**src/rtl/aud_stat_pkg.sv**
```systemverilog
package aud_stat_pkg;
  // Order matches stat1 bits 5:0.
  typedef struct packed {
    logic       nonaudio;
    logic       nonpcm;
    logic       preemph;
    logic [1:0] rate;
    logic       hirate;
  } cs_fields_t;

  localparam int unsigned NUM_FERR = 3;
  localparam int unsigned FERR_PAR = 0;
  localparam int unsigned FERR_BIP = 1;
  localparam int unsigned FERR_FRM = 2;
endpackage

```
**src/rtl/aud_ferr_capture.sv**
```systemverilog
module aud_ferr_capture #(
  parameter int unsigned N = 3
) (
  input  logic         clk_i,
  input  logic         rst_ni,
  input  logic         tick_i,
  input  logic [N-1:0] strobe_i,
  output logic [N-1:0] flag_o
);
  logic [N-1:0] acc_q;
  logic [N-1:0] rep_q;

  for (genvar g = 0; g < N; g++) begin : g_err
    always_ff @(posedge clk_i or negedge rst_ni) begin
      if (!rst_ni) begin
        acc_q[g] <= 1'b0;
        rep_q[g] <= 1'b0;
      end else if (tick_i) begin
        rep_q[g] <= acc_q[g] | strobe_i[g];
        acc_q[g] <= 1'b0;
      end else if (strobe_i[g]) begin
        acc_q[g] <= 1'b1;
      end
    end

    assert_ferr_on_tick_R4: assert property (@(posedge clk_i) disable iff (!rst_ni)
      (tick_i && strobe_i[g]) |=> flag_o[g]);
    assert_ferr_hold_R4: assert property (@(posedge clk_i) disable iff (!rst_ni)
      !tick_i |=> $stable(flag_o[g]));
  end

  assign flag_o = rep_q;
endmodule

```
**src/rtl/aud_stc_tracker.sv**
```systemverilog
module aud_stc_tracker
  import aud_stat_pkg::*;
#(
  parameter int unsigned FIDX_W     = 8,
  parameter int unsigned LAST_FRAME = 191
) (
  input  logic              clk_i,
  input  logic              rst_ni,
  input  logic              tick_i,
  input  logic [FIDX_W-1:0] frame_i,
  input  cs_fields_t        cur_i,
  input  logic              rd_i,
  output logic              stc_o
);
  localparam logic [FIDX_W-1:0] LastIdx = FIDX_W'(LAST_FRAME);

  cs_fields_t snap_q;
  logic       armed_q;
  logic       stc_q;
  logic       change;

  assign change = tick_i && armed_q && (cur_i != snap_q);

  always_ff @(posedge clk_i or negedge rst_ni) begin
    if (!rst_ni) begin
      snap_q  <= '0;
      armed_q <= 1'b0;
      stc_q   <= 1'b0;
    end else begin
      if (tick_i) snap_q <= cur_i;
      if (tick_i && frame_i == LastIdx) armed_q <= 1'b1;
      if (change)    stc_q <= 1'b1;  // set wins over read
      else if (rd_i) stc_q <= 1'b0;
    end
  end

  assign stc_o = stc_q;

  assert_stc_rd_clear_R6: assert property (@(posedge clk_i) disable iff (!rst_ni)
    (rd_i && !change) |=> !stc_o);
  assert_stc_set_wins_R6: assert property (@(posedge clk_i) disable iff (!rst_ni)
    (rd_i && change) |=> stc_o);
  assert_stc_quiet_first_block_R7: assert property (@(posedge clk_i) disable iff (!rst_ni)
    !armed_q |-> !stc_o);
  assert_stc_no_tick_no_set_R5: assert property (@(posedge clk_i) disable iff (!rst_ni)
    (!tick_i && !stc_o) |=> !stc_o);
endmodule

```
**src/rtl/aud_cv_window.sv**
```systemverilog
module aud_cv_window #(
  parameter int unsigned FIDX_W    = 8,
  parameter int unsigned CS_FRAMES = 32
) (
  input  logic              clk_i,
  input  logic              rst_ni,
  input  logic              tick_i,
  input  logic [FIDX_W-1:0] frame_i,
  output logic              cv_o
);
  localparam logic [FIDX_W-1:0] EndIdx = FIDX_W'(CS_FRAMES);

  logic cv_q;

  always_ff @(posedge clk_i or negedge rst_ni) begin
    if (!rst_ni)                          cv_q <= 1'b0;
    else if (tick_i && frame_i == '0)     cv_q <= 1'b1;
    else if (tick_i && frame_i == EndIdx) cv_q <= 1'b0;
  end

  assign cv_o = cv_q;

  assert_cv_rise_R8: assert property (@(posedge clk_i) disable iff (!rst_ni)
    (tick_i && frame_i == '0) |=> cv_o);
  assert_cv_fall_R8: assert property (@(posedge clk_i) disable iff (!rst_ni)
    (tick_i && frame_i == EndIdx) |=> !cv_o);
endmodule

```
**src/rtl/aud_rx_stat_regs.sv**
```systemverilog
module aud_rx_stat_regs
  import aud_stat_pkg::*;
#(
  parameter int unsigned FRAMES_PER_BLOCK = 192,
  parameter int unsigned CS_FRAMES        = 32,
  parameter int unsigned FIDX_W           = $clog2(FRAMES_PER_BLOCK)
) (
  input  logic              clk_i,
  input  logic              rst_ni,
  input  logic              fs_tick_i,
  input  logic [FIDX_W-1:0] frame_idx_i,
  input  logic              unlock_i,
  input  logic              par_err_i,
  input  logic              bip_err_i,
  input  logic              frm_err_i,
  input  logic              valid_i,
  input  logic              crc_err_i,
  input  logic              nonpcm_i,
  input  logic              cs_nonaudio_i,
  input  logic              cs_preemph_i,
  input  logic [1:0]        cs_rate_i,
  input  logic              cs_hirate_i,
  input  logic              mask_par_i,
  input  logic              mask_stc_i,
  input  logic              rd_stat1_i,
  output logic [7:0]        stat1_o,
  output logic [7:0]        stat2_o,
  output logic              err_o
);
  localparam int unsigned LastFrame = FRAMES_PER_BLOCK - 1;

  cs_fields_t          fields_q;
  logic                unlock_q, valid_q, crc_q;
  logic [NUM_FERR-1:0] ferr_strobe, ferr_flag;
  logic                stc, cv, erf;
  logic                past_ok_q;

  always_ff @(posedge clk_i or negedge rst_ni) begin
    if (!rst_ni) begin
      fields_q  <= '0;
      unlock_q  <= 1'b0;
      valid_q   <= 1'b0;
      crc_q     <= 1'b0;
      past_ok_q <= 1'b0;
    end else begin
      fields_q  <= '{nonaudio: cs_nonaudio_i, nonpcm: nonpcm_i, preemph: cs_preemph_i,
                     rate: cs_rate_i, hirate: cs_hirate_i};
      unlock_q  <= unlock_i;
      valid_q   <= valid_i;
      crc_q     <= crc_err_i;
      past_ok_q <= 1'b1;
    end
  end

  always_comb begin
    ferr_strobe           = '0;
    ferr_strobe[FERR_PAR] = par_err_i;
    ferr_strobe[FERR_BIP] = bip_err_i;
    ferr_strobe[FERR_FRM] = frm_err_i;
  end

  aud_ferr_capture #(.N(NUM_FERR)) u_ferr (
    .clk_i    (clk_i),
    .rst_ni   (rst_ni),
    .tick_i   (fs_tick_i),
    .strobe_i (ferr_strobe),
    .flag_o   (ferr_flag)
  );

  aud_stc_tracker #(.FIDX_W(FIDX_W), .LAST_FRAME(LastFrame)) u_stc (
    .clk_i   (clk_i),
    .rst_ni  (rst_ni),
    .tick_i  (fs_tick_i),
    .frame_i (frame_idx_i),
    .cur_i   (fields_q),
    .rd_i    (rd_stat1_i),
    .stc_o   (stc)
  );

  aud_cv_window #(.FIDX_W(FIDX_W), .CS_FRAMES(CS_FRAMES)) u_cv (
    .clk_i   (clk_i),
    .rst_ni  (rst_ni),
    .tick_i  (fs_tick_i),
    .frame_i (frame_idx_i),
    .cv_o    (cv)
  );

  assign erf = unlock_q | (mask_par_i & (|ferr_flag)) | (mask_stc_i & stc);

  assign stat1_o = {erf, 1'b0, fields_q};
  assign stat2_o = {cv, stc, crc_q, unlock_q, valid_q,
                    ferr_flag[FERR_FRM], ferr_flag[FERR_BIP], ferr_flag[FERR_PAR]};
  assign err_o   = erf;

  assert_unlock_reaches_err_R9: assert property (@(posedge clk_i) disable iff (!rst_ni)
    (past_ok_q && $past(unlock_i)) |-> err_o);
  assert_masked_only_unlock_R10: assert property (@(posedge clk_i) disable iff (!rst_ni)
    (past_ok_q && !mask_par_i && !mask_stc_i && !$past(unlock_i)) |-> !err_o);
  assert_unlock_bit_R3: assert property (@(posedge clk_i) disable iff (!rst_ni)
    past_ok_q |-> (stat2_o[4] == $past(unlock_i)));
endmodule

```
**config.mk**
```make
export PLATFORM = sky130hd
export DESIGN_NAME = aud_rx_stat_regs
export DESIGN_NICKNAME = d
export VERILOG_FILES = /design/src/rtl/aud_stat_pkg.sv /design/src/rtl/aud_ferr_capture.sv /design/src/rtl/aud_stc_tracker.sv /design/src/rtl/aud_cv_window.sv /design/src/rtl/aud_rx_stat_regs.sv
export SDC_FILE = /design/constraint.sdc
export NUM_CORES = 1
export LEC_CHECK = 0
export ABC_AREA = 1
export CORE_UTILIZATION = 50
export DETAILED_ROUTE_END_ITERATION = 6
export DONT_BUFFER_PORTS = 1
export MAX_ROUTING_LAYER = met4
export PLACE_DENSITY = 0.71
export SLEW_MARGIN = 20
export SYNTH_ARGS = -nofsm -noshare
export SYNTH_HDL_FRONTEND = slang
export SYNTH_SLANG_ARGS = --single-unit
```
**constraint.sdc**
```tcl
create_clock -name clk_i -period 0.9 [get_ports clk_i]
set_input_delay 0.09 -clock clk_i [delete_from_list [all_inputs] [get_ports clk_i]]
set_output_delay 0.09 -clock clk_i [all_outputs]
set_load 0.03 [all_outputs]
```
==> results.md, run 1 <==
* Critical path, cell by cell: o31ai_4, nand2_4
* Final Hold Viols at 0
* GR Util met1 at 20.10%
* Worst path top cell family by delay: flip-flops
* Cell taking the most area after synthesis: dfrtp_1
* Reg area at 613.1 um2
* Compound-cell area share of the yosys netlist at 7.108%
* PD cells at 1451 mW/mm2
* Rows at 16
* Final WS setup at -384.2 ps
* Maxcap violations at 0
* Fill count at 139
* Clk_skew at 2.148 ps
* Share of cells above drive strength 1 at 26.14%
* Synth async-reset ratio at 100.0%
* Root Buffer: clkbuf_4
* Most frequent cell after synthesis: nand2_1
* #FFs+latches synth at 24
* Reg power frac at 56.5%
* Int Pwr at 1550 uW
* Via count at 843
* P_sw at 624.2 uW
* Fin area at 0.001499 mm2
* Area of the multi-input gates at 326.6 um2
* Endpoint class of the critical path: output pin
* Bufs and invs on worst path at 0
* Comb power frac at 22.9%
* Initial antenna violation count at 0
* Synthesized-area fraction occupied by and/or/nand/nor cells at 21.45%
* Synthesized area at 0.001038 mm2
* Detailed Routing Iterations Pass 1 at 4
* Final Setup Violations at 17
* Final period util at 142.7%
* Max Fclk at 778.7 MHz
* Max clock buf depth at 2
* Largest family of logic cells by synthesized area: simple AND/OR/NAND/NOR gates
* Die height at 47.58 um
* Worst setup SP type: flip-flop
* CP max-delay cell: dfrtp_1
* Final slew viol count at 0
* Most used DFF post-synth: dfrtp_1
* Failing checks: setup timing
* Hold Path Class: in -> reg
* Sw frac at 28.71%
* Total GRT Usage at 21.18%
* Vias in the first global route at 824
* Synth top area cells: dfrtp_1, nand2_1, inv_1
* Synth Area in Adders at 0%
* Synthesized Nets at 143
* Unique masters post-synth at 18
* Global placer's final weighted congestion at 0.7554
* P&R area growth vs syn at 44.34%
* Fin nets at 181
* Grt peak-use layer: met2
* Grt met3 use at 3.019%
* CP peak stage delay at 430 ps
* Crit Path Max Fanout at 2
* First-pass GRT wire length at 3215 um
* Total die area at 0.002263 mm2
* Post-synth EDFFs at 0
* Hpwl dp at 1301 um
* Clk sinks at 24
* Mean area per synthesized cell at 8.876 um2
* Dpl cell area at 0.001120 mm2
* Iteration-0 DRC Markers at 12
* WL per Instance at 12.64 um
* CTS tree: built
* Critical path required time at 810 ps
* Tmin final at 1284 ps
* Max H-tree Level at 1
* Mux contribution to synthesized area at 0%
* Port Buffers at 0
* Max-Slew Margin vs Limit at 53.31%
* M2 GR Usage at 44.38%
* Die width at 47.58 um
* Pre-CTS setup slack at -116.5 ps
* Clock power frac at 20.6%
* Pleak at 0.0007627 uW
* Share of Yosys cell area claimed by the top area cell type at 57.83%
* Yosys warns at 0
* CTS buffer count at 3
* RSZ-0062 raised after global routing: true
* Largest net degree at the start of global routing at 25
* Syn Inst Count at 117
* Via/cell ratio at 4.683
* # IOs at 43
* Measured slew at the worst slew-check pin at 699.2 ps
* Clock latency on the worst-skew pair at 300 ps
* N_diodes at 0
* Outcome: finished, violations left
* Peak supply drop at 1.250 mV
* Clock transition at path regs at 120 ps
* XOR/XNOR Fraction of Synth Area at 0%
* DRC at 0
* Final ANT Viol Nets at 0
* Critical Path AT at 1190 ps
* Total grt overflow at 0
* Core area at 0.001962 mm2
* Initial Util at 52.93%
* Crit path kind: reg -> out
* DRT Wirelength at 2276 um
* Top post-synthesis cells by count: nand2_1, dfrtp_1, inv_1
* Register area share after synthesis at 57.83%
==> per-layer routing <==
metal | part of all wire (%) | vias up
met1 | 37 | 398
met3 | 3.6 | 0
met2 | 59 | 23
met4 | 0 | 0
li1 | - | 422
met5 | 0 | -
==> logic make-up after synthesis <==
kind of cell | count (synthesis)
buf+inv | 25
simple gates | 54
compound gates | 13
other cells | 1
flops | 24
==> cells in the final DEF (no fill, tap or decap) <==
cell type	n
inv_4	1
o21ai_0	7
o21bai_2	1
o31ai_4	1
buf_2	1
nor2_1	10
conb_1	1
dfrtp_1	14
nand2_2	2
clkbuf_4	3
dfrtp_2	10
dlymetal6s2s_1	1
nor2_2	2
o21ai_1	3
buf_4	1
inv_1	15
dlygate4sd3_1	21
nand4_1	1
buf_6	16
nor3_1	2
nand2_1	32
nand2_4	1
nor3_2	1
dlymetal6s4s_1	2
a21oi_1	1
nand3_1	3
==> layout make-up <==
type                            instances  area share, %
Tap cell                               27          2.254
Sequential cell                        24          40.90
Timing Repair Buffer                   42          29.38
Clock buffer                            3          1.503
Inverter                               16          4.174
Multi-Input combinational cell         68          21.79
==> metrics by stage <==
stage	power (uW)	hold slack [ps]	TNS [ps]	utilization [%]	cells
after floorplan	1498	-205.6	-434.6	-	117
after global placement	1534	-205.0	-163.2	57.08	149
after detailed placement	1546	-205.1	-270.7	57.08	149
after CTS	2153	0.3614	-11320	73.53	175
after global routing	2300	20.71	-3113	76.40	180
final	2174	6.437	-2349	76.40	180
==> worst register-to-register path, cell delays in order, from the launching register on <==
cell	delay [ps]
dfrtp_2	440
buf_6	120
nand2_2	40
nand2_1	40
nor2_1	90
nand3_1	80
nand2_1	80
nand2_1	50
==> worst paths after layout <==
kind                            slack, ps                    startpoint  cells after the start                           end
worst max-delay path                 -380  u_ferr.flag_o[2]$_DFFE_PN0P_                      2                         err_o
worst min-delay path                    6                frame_idx_i[0]                      4     u_stc.armed_q$_DFFE_PN0P_
worst max register to register       -140          stat1_o[2]$_DFF_PN0_                      7       u_stc.stc_o$_DFFE_PN0P_
worst min register to register        500   u_ferr.acc_q[1]$_DFFE_PN0P_                      2   u_ferr.acc_q[1]$_DFFE_PN0P_
max in group asynchronous             240                        rst_ni                      2  u_ferr.flag_o[1]$_DFFE_PN0P_
min in group asynchronous             280                        rst_ni                      2   u_stc.snap_q[1]$_DFFE_PN0P_
==> flip-flops by register name, indices dropped and copies added, names as in the netlist <==
name	count
valid_q	1
crc_q	1
u_ferr.acc_q	3
u_ferr.flag_o	3
u_stc.stc_o	1
u_stc.snap_q	6
stat1_o	6
unlock_q	1
u_stc.armed_q	1
u_cv.cv_o	1
==> power groups by stage <==
stage                     clock, uW  sequential, uW  combinational (uW)
after global routing            518            1240                 542
after global placement            0            1230                 302
final                           447            1230                 498
after detailed placement          0            1240                 310
after floorplan                   0            1280                 219
after CTS                       459            1230                 467
==> timing repair <==
| item | 4_1_cts | 5_1_grt |
|---|---|---|
| setup buffers | 2 | 1 |
| pin swaps | 7 | 3 |
| gates resized for setup | 20 | 7 |
| hold endpoints to repair | 48 | 25 |
| hold buffers | 21 | 4 |
| endpoints found under the setup margin | 17 | 31 |
Note: power is estimated with default switching activity, not from simulation.
==> run 2, diff against run 1 <==
ABC_AREA = unset   (was 1)
==> run 2 against run 1 <==
  * The run ends with hold timing, setup timing left
  * Via count down 24%
  * Global-route usage down 2.0 points
  * Cell count down 29%
  * Utilization up 2.5 points
  * Worst hold slack worse by 80 ps
  * Clock skew up 3.3 ps
  * Sequential share of layout area up 3.2 points
  * Die area down 7.6%
  * Power up 1.2%
  * Sequential power about the same
  * Synthesized cell count down 37%
  * Critical endpoint unchanged
  * Largest power group unchanged
==> results.md, run 2 <==
* Worst r2r src: stat1_o[1]$_DFF_PN0_
* Max H-tree Level at 1 (unchanged)
* Max-Slew Margin vs Limit at 43.08% (-10 points)
* Final Hold Viols at 1 (+1)
* Core area at 0.001764 mm2 (-10%)
* Endpoint class of the critical path: output pin
* Outcome: finished, violations left
* Register area share after synthesis at 62.83% (+5.0 points)
* Vias in the first global route at 634 (-23%)
* Critical path required time at 810 ps (about the same)
* First-pass GRT wire length at 2622 um (-18%)
* Fin area at 0.001391 mm2 (-7.2%)
* Rows at 15 (-1)
* Yosys warns at 0 (unchanged)
* Comb power frac at 22.1% (-0.8 points)
* Int Pwr at 1579 uW (+1.9%)
* Placed Cells at 102 (-32%)
* Reg power frac at 56.9% (+0.4 points)
* Worst Setup SP: u_ferr.flag_o[1]$_DFFE_PN0P_
* Fin nets at 130 (-28%)
* Detailed Routing Iterations Pass 1 at 4 (unchanged)
* Clk sinks at 24 (unchanged)
* Iteration-0 DRC Markers at 14 (+2)
* Post-synth EDFFs at 0 (unchanged)
* Final Setup Violations at 22 (+5)
* Syn Inst Count at 74 (-37%)
* Final period util at 145.2% (+2.5 points)
* Hpwl dp at 1072 um (-18%)
* Die height at 45.73 um (-3.9%)
* Synthesized area at 955.9 um2 (-8.0%)
* Most common cell after layout, fill and taps aside: dlygate4sd3_1
* P&R area growth vs syn at 45.55%
* Crit Path Max Fanout at 2 (unchanged)
* Hold Path Class: in -> reg
* Synthesized Nets at 100 (-30%)
* Share of cells above drive strength 1 at 44.12% (+18 points)
* RSZ-0062 raised after global routing: true
* PD cells at 1581 mW/mm2 (+9.0%)
* Reg area at 613.1 um2 (unchanged)
* Final WS setup at -406.7 ps (-22.48 ps)
* Unique masters post-synth at 20 (+2)
* Initial Util at 54.18% (+1.3 points)
* Global placer's final weighted congestion at 0.6725 (-11%)
* Peak supply drop at 1.028 mV (-18%)
* Clock power frac at 21.1% (+0.5 points)
* CTS tree: built
* #FFs+latches synth at 24 (unchanged)
* Tmin final at 1307 ps (+22.48 ps)
* Initial antenna violation count at 0 (unchanged)
* Most used DFF post-synth: dfrtp_1
* Maxcap violations at 0 (unchanged)
* Pre-CTS setup slack at -186.3 ps (-69.87 ps)
* Critical Path AT at 1220 ps (+30 ps)
* Via/cell ratio at 5.024 (+7.3%)
* Measured slew at the worst slew-check pin at 852.4 ps (+153.2 ps)
* Total GRT Usage at 19.20% (-2.0 points)
* DRT Wirelength at 1927 um (-15%)
* WHS at -73.47 ps (-79.90 ps)
* Clk_skew at 5.446 ps (+3.297 ps)
* Port Buffers at 0 (unchanged)
* Clock latency on the worst-skew pair at 310 ps (about the same)
* Final slew viol count at 0 (unchanged)
* Failing checks: hold timing, setup timing
* Most frequent cell after synthesis: dfrtp_1
* Total die area at 0.002091 mm2 (-7.6%)
* Worst setup SP type: flip-flop
* Final Non-Filler Cells at 127 (-29%)
* N_diodes at 0 (unchanged)
* Most frequent cells in the layout: dlygate4sd3_1, dfrtp_1, buf_6, dfrtp_2, nor2_1
* Max clock buf depth at 2 (unchanged)
* DRC at 0 (unchanged)
* Die width at 45.73 um (-3.9%)
* Synth async-reset ratio at 100.0% (unchanged)
* WL per Instance at 15.17 um (+20%)
* Sw frac at 28.23% (-0.48 points)
* Fill count at 110 (-21%)
* Clock transition at path regs at 120 ps (about the same)
* Via count at 638 (-24%)
* Mean area per synthesized cell at 12.92 um2 (+46%)
* # IOs at 43 (unchanged)
* Dpl cell area at 0.001032 mm2 (-7.8%)
* Synth top area cells: dfrtp_1, mux2_2, buf_4
* Share of Yosys cell area claimed by the top area cell type at 62.83% (+5.0 points)
* Crit path kind: reg -> out
* Min-delay src: frame_idx_i[1]
* Top post-synthesis cells by count: dfrtp_1, nor2_1, buf_4
* P_sw at 620.9 uW (-0.53%)
* CTS buffer count at 3 (unchanged)
* Total grt overflow at 0 (unchanged)
* Root Buffer: clkbuf_4
* Fin util at 78.87% (+2.5 points)
* Final ANT Viol Nets at 0 (unchanged)
* Area of the multi-input gates at 369.1 um2 (+13%)
* Max Fclk at 765.3 MHz (-1.7%)
* Pleak at 0.0006232 uW (-18%)
* Cell taking the most area after synthesis: dfrtp_1
* Largest net degree at the start of global routing at 25 (unchanged)
## run 2: cell count changes after synthesis, sizes merged, moves of 2 or more
cell and delta:
nand2 -33, inv -14, o21ai -10, mux2 +6, xnor2 +6, a21oi +4
nand3 -3, nor3 -3, nor2 -2
## run 2: worst paths after layout
kind,slack (ps),depth (start not counted),endpoint
max in group asynchronous,250,2,crc_q$_DFF_PN0_
min reg2reg,480,1,u_stc.armed_q$_DFFE_PN0P_
max reg2reg,-220,3,u_stc.stc_o$_DFFE_PN0P_
min in group asynchronous,270,2,u_stc.stc_o$_DFFE_PN0P_
min,-70,2,u_cv.cv_o$_DFFE_PN0P_
max,-410,2,err_o
## run 2: routing by layer
metal	wire (um)	vias to the layer above	GRT usage [%]
met5	0	-	-
met4	33	0	11.18
met3	98	5	3.571
met2	1088	27	32.57
met1	706	310	20.84
li1	-	296	-
## run 2: worst max-delay path, stage by stage, from the launching register on
cell	delay (ps)
dfrtp_2	450
o31ai_4	280
nand2_4	180
## run 2: cells by family after synthesis
group	count (synthesis)	synth area share (%)
flops	24	62.83
simple gates	16	9.426
buf+inv	11	7.330
compound gates	9	6.414
mux	7	8.115
xor+xnor	6	5.497
other cells	1	0.3923
## run 2: area by class of cell
type | instances | share of cell area [%]
inverter | 2 | 0.5396
tap | 25 | 2.248
timing repair buffer | 34 | 25.00
multi-input combinational | 39 | 26.53
clock buffer | 3 | 1.619
sequential | 24 | 44.06
## run 2: through the flow
stage / setup TNS, ps / hold WS (ps) / power, uW
after floorplan: -700.5 / -205.6 / 1502
after global placement: -777.2 / -205.2 / 1537
after detailed placement: -853.4 / -205.3 / 1544
after CTS: -10180 / -66.28 / 2155
after global routing: -3075 / -51.67 / 2271
final: -2577 / -73.47 / 2200
## run 2: what timing repair did
item / CTS / global route
hold buffers: 19 / 1
endpoints found under the setup margin: 23 / 29
gates resized for setup: 22 / 10
pin swaps: 5 / 1
endpoints found under the hold margin: 48 / 25
setup buffers: 0 / 2
## run 2: power by group through the flow
stage	registers, uW	clock network, uW	logic [uW]
after global routing	1260	493	518
after global placement	1240	0	292
after CTS	1240	466	446
after floorplan	1290	0	212
after detailed placement	1250	0	296
final	1250	463	485
==> run 3, diff against run 2 <==
CORE_UTILIZATION = 59   (was 50)
PLACE_DENSITY = 0.75   (was 0.71)
==> run 3 against run 2 <==
  * The flow still finishes with violations (hold timing, setup timing)
  * Clock power is 20% higher
  * Sequential power hardly changed
  * Combinational power is 7.8% higher
  * Wire length is 34% higher
  * Largest cell class unchanged
  * Largest power group unchanged
==> results.md, run 3 (synthesized netlist as in run 2, its figures left out) <==
* Placed Cells at 93 (-8.8%)
* Clk_skew at 4.663 ps (-0.7825 ps)
* Final WS setup at -408.1 ps (-1.370 ps)
* Measured slew at the worst slew-check pin at 797.0 ps (-55.46 ps)
* Clock latency on the worst-skew pair at 310 ps (about the same)
* Final Setup Violations at 23 (+4.5%)
* Final slew viol count at 0 (unchanged)
* Largest net degree at the start of global routing at 25 (unchanged)
* WL per Instance at 21.58 um (+42%)
* Max-Slew Margin vs Limit at 46.78% (+3.7 points)
* Final period util at 145.3% (+0.15 points)
* First-pass GRT wire length at 3208 um (+22%)
* Crit Path Max Fanout at 2 (unchanged)
* Setup_tns at -2696 ps (-119.5 ps)
* Final ANT Viol Nets at 0 (unchanged)
* Fill count at 40 (-64%)
* Global placer's final weighted congestion at 0.7655 (+14%)
* # IOs at 43 (unchanged)
* WHS at -60.81 ps (+12.66 ps)
* Hpwl dp at 1050 um (-2.0%)
* Most common cell after layout, fill and taps aside: dlygate4sd3_1
* Maxcap violations at 0 (unchanged)
* Reg area at 613.1 um2 (unchanged)
* Tmin final at 1308 ps (+1.370 ps)
* CTS tree: built
* P&R area growth vs syn at 48.82%
* Rows at 14 (-1)
* N_diodes at 0 (unchanged)
* Fin nets at 131 (+0.77%)
* RSZ-0062 raised after global routing: true
* Max Fclk at 764.5 MHz (-0.10%)
* Endpoint class of the critical path: output pin
* DRC at 0 (unchanged)
* Initial antenna violation count at 0 (unchanged)
* Share of cells above drive strength 1 at 50.00% (+5.9 points)
* Total die area at 0.001785 mm2 (-15%)
* Clock transition at path regs at 130 ps (about the same)
* Via count at 676 (+6.0%)
* PD cells at 1645 mW/mm2 (+4.0%)
* Detailed Routing Iterations Pass 1 at 4 (unchanged)
* Peak supply drop at 1.433 mV (+39%)
* Pleak at 0.0006436 uW (+3.3%)
* Die height at 42.25 um (-7.6%)
* Outcome: finished, violations left
* Hold Path Class: in -> reg
* Worst setup SP type: flip-flop
* Root Buffer: clkbuf_4
* Initial Util at 63.46% (+9.3 points)
* Failing checks: hold timing, setup timing
* Port Buffers at 0 (unchanged)
* Max H-tree Level at 1 (unchanged)
* Final Hold Viols at 1 (unchanged)
* Core area at 0.001506 mm2 (-15%)
* Most frequent cells in the layout: dlygate4sd3_1, dfrtp_1, buf_6, dfrtp_2, nor2_1
* DRT Wirelength at 2589 um (+34%)
* Area of the multi-input gates at 390.4 um2 (+5.8%)
* Pre-CTS setup slack at -161.1 ps (+25.24 ps)
* Vias in the first global route at 675 (+6.5%)
* Clk sinks at 24 (unchanged)
* Crit path kind: reg -> out
* Critical path required time at 810 ps (about the same)
* Via/cell ratio at 5.633 (+12%)
* Final Non-Filler Cells at 120 (-5.5%)
* Critical Path AT at 1220 ps (about the same)
* Total GRT Usage at 25.86% (+6.7 points)
* Die width at 42.25 um (-7.6%)
* CTS buffer count at 3 (unchanged)
* Max clock buf depth at 2 (unchanged)
* Iteration-0 DRC Markers at 14 (unchanged)
* Total grt overflow at 0 (unchanged)
-- run 3: cell types whose count changed in the layout (fill, tap and decap cells not counted), sizes merged --
cell,delta
clkbuf,+1
buf,+1
-- run 3: timing repair --
item                       in CTS  in global routing
hold buffers                   19                  1
pin swaps                       2                  1
setup endpoints to repair      23                 29
buffers inserted                1                  2
hold endpoints to repair       48                 25
resized for setup              22                 14
-- run 3: metal layers --
metal | GRT usage, % | share of wire [%] | vias up
met2 | 41.85 | 53 | 31
met1 | 32.63 | 40 | 340
met4 | 9.375 | 0.66 | 0
met3 | 5.172 | 6.3 | 2
li1 | - | - | 303
met5 | - | 0 | -
-- run 3: worst paths after layout --
kind / startpoint / endpoint / slack (ps) / cells past startpoint
min in group asynchronous: rst_ni / stat1_o[5]$_DFF_PN0_ / 270 / 2
min reg2reg: u_ferr.acc_q[1]$_DFFE_PN0P_ / u_ferr.acc_q[1]$_DFFE_PN0P_ / 520 / 2
max: u_ferr.flag_o[2]$_DFFE_PN0P_ / err_o / -410 / 2
max in group asynchronous: rst_ni / u_ferr.flag_o[0]$_DFFE_PN0P_ / 250 / 2
max reg2reg: stat1_o[3]$_DFF_PN0_ / u_stc.stc_o$_DFFE_PN0P_ / -200 / 3
min: frame_idx_i[1] / u_cv.cv_o$_DFFE_PN0P_ / -60 / 2
-- run 3: stage by stage --
step	cell area (um2)	util [%]	total power, uW	hold WS, ps
6_report	1423	94.44	2340	-60.81
5_1_grt	1423	94.44	2409	-71.73
4_1_cts	1343	89.12	2272	-75.84
3_5_place_dp	1021	67.77	1547	-205.3
3_3_place_gp	1021	67.77	1537	-205.2
2_1_floorplan	977.2	-	1502	-205.6
-- run 3: cell type report --
type,instances,area share (%)
tap,16,1.407
inverter,2,0.5277
timing repair buffer,35,24.98
sequential,24,43.10
multi-input combinational,39,27.44
clock buffer,4,2.551
-- run 3: power by group --
group          internal (uW)  leakage (uW)  switching [uW]
Clock                    247     0.0000210             311
Sequential              1170      0.000271            92.5
Combinational            268      0.000351             255
-- run 3: critical path, cell delays in order (launching register included) --
cell and delay (ps):
dfrtp_1 430, o31ai_4 300, nand2_4 180
